--- config.mk ---
export PLATFORM = sky130hd
export DESIGN_NAME = shamt_barrel
export DESIGN_NICKNAME = d
export VERILOG_FILES = /design/src/rtl/shamt_barrel_pkg.sv /design/src/rtl/bs_shift_core.sv /design/src/rtl/bs_amt_reg.sv /design/src/rtl/shamt_barrel.sv
export SDC_FILE = /design/constraint.sdc
export NUM_CORES = 1
export LEC_CHECK = 0
export BUFFER_PORTS_ARGS = -buffer_cell sky130_fd_sc_hd__buf_2
export CORE_ASPECT_RATIO = 0.75
export CORE_UTILIZATION = 56
export DETAILED_ROUTE_END_ITERATION = 10
export GPL_TIMING_DRIVEN = 0
export PLACE_DENSITY = 0.77
export SYNTH_ARGS = -nofsm -noshare
export SYNTH_HDL_FRONTEND = slang
export SYNTH_SLANG_ARGS = --single-unit
--- constraint.sdc ---
create_clock -name clk -period 5.1 [get_ports clk]
set_input_delay 1.02 -clock clk [delete_from_list [all_inputs] [get_ports clk]]
set_output_delay 1.02 -clock clk [all_outputs]
set_load 0.03 [all_outputs]
--- src/rtl/shamt_barrel_pkg.sv ---
package shamt_barrel_pkg;

    typedef enum logic [1:0] {
        BS_PASS    = 2'd0,
        BS_SHR     = 2'd1,
        BS_SHL_CPL = 2'd2,
        BS_ROR     = 2'd3
    } bs_mode_e;

    typedef enum logic [1:0] {
        AMT_KEEP     = 2'd0,
        AMT_NEGATE   = 2'd1,
        AMT_LOAD     = 2'd2,
        AMT_KEEP_ALT = 2'd3
    } amt_op_e;

endpackage

--- src/rtl/bs_shift_core.sv ---
module bs_shift_core
    import shamt_barrel_pkg::*;
#(
    parameter int WIDTH = 32,
    localparam int AMT_W = $clog2(WIDTH)
) (
    input  logic [WIDTH-1:0] din,
    input  logic [1:0]       mode,
    input  logic [AMT_W-1:0] amt,
    output logic [WIDTH-1:0] dout
);

    logic [AMT_W:0]   left_amt;
    logic [WIDTH-1:0] shr_v;
    logic [WIDTH-1:0] shl_v;

    always_comb begin
        // complement amount: WIDTH when amt==0, which shifts everything out
        left_amt = (AMT_W+1)'(WIDTH) - {1'b0, amt};
        shr_v    = din >> amt;
        shl_v    = din << left_amt;
        unique case (bs_mode_e'(mode))
            BS_PASS:    dout = din;
            BS_SHR:     dout = shr_v;
            BS_SHL_CPL: dout = shl_v;
            BS_ROR:     dout = shl_v ^ shr_v;
            default:    dout = din;
        endcase
    end

endmodule

--- src/rtl/bs_amt_reg.sv ---
module bs_amt_reg
    import shamt_barrel_pkg::*;
#(
    parameter int WIDTH = 32,
    localparam int AMT_W = $clog2(WIDTH)
) (
    input  logic             clk,
    input  logic             rst_n,
    input  logic [1:0]       op,
    input  logic [WIDTH-1:0] fb,
    output logic [AMT_W-1:0] amt_q
);

    typedef struct packed {
        logic [AMT_W-1:0] amt;
    } amt_state_t;

    amt_state_t       st_d, st_q;
    logic [AMT_W:0]   neg_w;
    logic [WIDTH-1:0] remap_w;

    always_comb begin
        neg_w   = (AMT_W+1)'(WIDTH) - {1'b0, st_q.amt};
        remap_w = ((fb >> 1) & ~WIDTH'(3)) ^ (fb & WIDTH'(3));
        st_d    = st_q;
        unique case (amt_op_e'(op))
            AMT_KEEP:     st_d.amt = st_q.amt;
            AMT_NEGATE:   st_d.amt = neg_w[AMT_W-1:0];
            AMT_LOAD:     st_d.amt = remap_w[AMT_W-1:0];
            AMT_KEEP_ALT: st_d.amt = st_q.amt;
            default:      st_d.amt = st_q.amt;
        endcase
    end

    always_ff @(posedge clk or negedge rst_n) begin
        if (!rst_n) st_q <= '0;
        else        st_q <= st_d;
    end

    assign amt_q = st_q.amt;

    p_keep_r6: assert property (@(posedge clk) disable iff (!rst_n)
        (op == 2'd0 || op == 2'd3) |=> amt_q == $past(amt_q));

    p_negate_r7: assert property (@(posedge clk) disable iff (!rst_n)
        op == 2'd1 |=> AMT_W'(amt_q + $past(amt_q)) == '0);

    p_load_r8: assert property (@(posedge clk) disable iff (!rst_n)
        op == 2'd2 |=> amt_q == {$past(fb[AMT_W:3]), $past(fb[1:0])});

endmodule

--- src/rtl/shamt_barrel.sv ---
module shamt_barrel
    import shamt_barrel_pkg::*;
#(
    parameter int WIDTH = 32,
    localparam int AMT_W = $clog2(WIDTH)
) (
    input  logic             clk,
    input  logic             rst_n,
    input  logic [WIDTH-1:0] data_in,
    input  logic [1:0]       mode,
    input  logic [1:0]       amt_op,
    output logic [WIDTH-1:0] data_out,
    output logic [AMT_W-1:0] amt_out
);

    logic [AMT_W-1:0] amt_w;
    logic [WIDTH-1:0] sw_out_w;

    bs_shift_core #(.WIDTH(WIDTH)) u_core (
        .din  (data_in),
        .mode (mode),
        .amt  (amt_w),
        .dout (sw_out_w)
    );

    bs_amt_reg #(.WIDTH(WIDTH)) u_amt (
        .clk   (clk),
        .rst_n (rst_n),
        .op    (amt_op),
        .fb    (sw_out_w),
        .amt_q (amt_w)
    );

    assign data_out = sw_out_w;
    assign amt_out  = amt_w;

    p_pass_r2: assert property (@(posedge clk) disable iff (!rst_n)
        mode == 2'd0 |-> data_out == data_in);

    p_left_zero_r4: assert property (@(posedge clk) disable iff (!rst_n)
        (mode == 2'd2 && amt_out == '0) |-> data_out == '0);

    p_ror_idle_r5: assert property (@(posedge clk) disable iff (!rst_n)
        (mode == 2'd3 && amt_out == '0) |-> data_out == data_in);

    p_right_top_r3: assert property (@(posedge clk) disable iff (!rst_n)
        (mode == 2'd1 && amt_out != '0) |-> data_out[WIDTH-1] == 1'b0);

endmodule

==> flow_summary.json <==
{
  "critPathLaunchType": "flop",
  "synth_async_sr_flop_share_pct": 100.0,
  "die_w_um": 110.7,
  "floorplan.io_pins": 75,
  "regToRegStartpoint": "u_amt.amt_q[0]$_DFFE_PN0P_",
  "ys_seq_elements": 5,
  "syn2layout_area_growth_pct": 13.01,
  "clock_tree.buffer_depth": 2,
  "worst_setup_path_endpoint": "data_out[28]",
  "status": "complete, no violations",
  "yosys.cell_types.count": 67,
  "dp_worst_setup_slack_ns": -0.4101,
  "reg2reg_slack_ns": 1.37,
  "ctsRootBufferMaster": "clkbuf_16",
  "report.power.total_mw": 4.788,
  "finClkSkew_ns": 0.0006443,
  "fill_cells": 723,
  "post-route-cell-area_sq_mm": 0.005607,
  "setup_viol_count_final": 0,
  "max_slew.worst_pin.slew_ns": 1.023,
  "cp.required_ns": 4.08,
  "worst_setup_path_startpoint": "u_amt.amt_q[0]$_DFFE_PN0P_",
  "first_global_vias": 5662,
  "cp.arrival_ns": 4.04,
  "commonest_non_fill_non_tap_cell_in_the_layout": "buf_2",
  "worst_slack_ns": 0.04456,
  "post-route-period-util_pct": 99.13,
  "grt_antenna_before_repair": 0,
  "cellLeakagePower_nw": 2.245,
  "edff_count_synth": 0,
  "multi_input_comb_area_sq_mm": 0.004499,
  "synth_warnings": 0,
  "max_slew_margin_pct": 31.29,
  "vias": 6143,
  "grt_start_max_net_pins": 11,
  "post_route_cells_drive_above_1_share_pct": 34.08,
  "min_period_ns": 5.055,
  "clock.fmax_mhz": 197.8,
  "yosys.area.top_type_share_pct": 32.23,
  "seq_area_frac_synth_pct": 2.522,
  "detailed_place.area_sq_mm": 0.005461,
  "grt_first_pass_wirelength_um": 35480,
  "power_density_mw_per_mm2": 854.0,
  "cts_tree": "done",
  "sequential_cell_area_sq_um": 125.1,
  "post-dp-hpwl_um": 17870,
  "synth.avg_cell_area_sq_um": 8.987,
  "timing.critical_path.to_type": "output pin",
  "leading_post_synthesis_cells_by_cell_area": "mux4_2 (32%), mux2i_1 (14%), mux2_2 (4.3%)",
  "timing.critical_path.fanout_max": 10,
  "start_util_pct": 58.18,
  "timing.hold.worst.class": "primary input to asynchronous set/reset pin",
  "ys_dominant_reg_cell": "dfrtp_1",
  "synth.net_count": 593,
  "number_of_rows_created_at_floorplan": 29,
  "port_buffers": 73,
  "synth_top_cell_by_area": "mux4_2",
  "rr_worst_depth": 11,
  "grt.overflow.total": 0,
  "numCtsBuffers": 3,
  "synthCells": 552,
  "drc": 0,
  "slew_violations": 0,
  "route.final.wire_length_um": 24010,
  "commonest_cells_after_routing_fill_and_taps_aside": "buf_2 (92), mux4_2 (71), mux2i_1 (69)",
  "worst_ir_drop_vdd_mv": 0.8090,
  "rr_endpoint": "u_amt.amt_q[0]$_DFFE_PN0P_",
  "nets": 670,
  "global_route.usage.total_pct": 51.63,
  "drt_iter0_markers": 1289,
  "syn_area_sq_mm": 0.004961,
  "vias_per_cell": 8.346,
  "design.die.area_sq_mm": 0.009243,
  "gpl.final_weighted_congestion": 1.125,
  "drt_first_pass_iters": 6,
  "max_ffs_per_register": 5,
  "post_drt_wl_per_cell_um": 32.63,
  "die_height_um": 83.51,
  "antenna-diode-count": 0,
  "clk_transition_reported_paths_ns": 0.03,
  "cts_max_level": 1,
  "route.antenna.remaining_nets": 0,
  "type_of_the_worst_setup_path": "flop to output pin",
  "unrepaired_setup_endpoints_after_global_routing": "no",
  "clk_latency_ns": 0.23,
  "timing.final.hold_violations": 0,
  "tritoncts_num_sinks": 5,
  "timing.max_cap.violations": 0,
  "core-area_sq_mm": 0.008527
}
through the flow:
stage	setup TNS (ns)	cells	hold slack, ns	utilization, %
after floorplan	0	552	0.7244	-
after global placement	-0.2405	733	0.8333	64.05
after detailed placement	-0.9304	733	0.8344	64.05
after CTS	0	736	0.5952	65.28
after global routing	0	736	0.6072	65.75
final	0	736	0.5930	65.75
cells in the mapped netlist, types with 9 or more instances:
cell type  count
a21oi_1       24
mux2i_1       70
nand2_1       56
a211oi_1      10
nor3_1        10
inv_1         15
clkbuf_1      31
mux2_2        19
o21ai_0       16
buf_2         25
nor2_1        27
nand3_1       17
xor2_1         9
mux4_2        71
cell type report:
| cell class | count | area share (%) |
|---|---|---|
| plain buffers | 65 | 5.914 |
| clock buffers | 4 | 1.406 |
| inverters | 17 | 1.138 |
| multi-input cells | 463 | 80.25 |
| flip-flops and latches | 5 | 2.232 |
| well taps | 108 | 2.410 |
| repair buffers | 74 | 6.650 |
where the power goes:
| part | internal [mW] | total, mW | switching, mW |
|---|---|---|---|
| Combinational | 1.72 | 4.57 | 2.85 |
| Clock | 0.104 | 0.133 | 0.0291 |
| Sequential | 0.0568 | 0.0879 | 0.0311 |
layer usage:
layer | vias to the layer above | part of all wire (%) | GRT usage, %
met5 | - | 0 | 0
met4 | 0 | 5.5 | 20.36
met3 | 146 | 21 | 24.47
met2 | 754 | 39 | 71.26
met1 | 2879 | 35 | 69.42
li1 | 2364 | - | -
logic make-up (layout without fill, tap and decap cells):
kind of cell / after synthesis / after routing / synth area share (%)
muxes: 164 / 164 / 52.79
and+or+nand+nor: 152 / 152 / 15.06
AOI/OAI and AO/OA: 127 / 127 / 18.11
buffers and inverters: 84 / 160 / 7.768
xor gates and xnor gates: 17 / 17 / 3.001
DFF: 5 / 5 / 2.522
adders and majority gates: 3 / 3 / 0.7567
worst max-delay path, cell delays in order, from the launching register on:
cell and delay [ns]:
dfrtp_1 0.42, buf_6 0.23, buf_6 0.22, inv_1 0.13, buf_4 0.24, ha_4 0.33
buf_4 0.21, buf_4 0.21, nor3b_4 0.36, inv_1 0.08, mux4_2 0.51, o2bb2ai_2 0.23
a221oi_1 0.08, a31oi_1 0.27, buf_2 0.25
timing repair:
item	CTS	global route
buffers inserted	0	1
hold buffers	0	0
endpoints found under the setup margin	26	20
resized for setup	10	7
pin swaps	0	0
worst min-delay path by stage:
stage	start	endpoint	slack, ns
after detailed placement	rst_n	u_amt.amt_q[1]$_DFFE_PN0N_	0.83
after floorplan	rst_n	u_amt.amt_q[0]$_DFFE_PN0P_	0.72
final	rst_n	u_amt.amt_q[0]$_DFFE_PN0P_	0.59
after global placement	rst_n	u_amt.amt_q[0]$_DFFE_PN0P_	0.83
after CTS	rst_n	u_amt.amt_q[2]$_DFFE_PN0N_	0.60
after global routing	rst_n	u_amt.amt_q[1]$_DFFE_PN0N_	0.61
No activity file was read; power rests on OpenSTA's default activity.
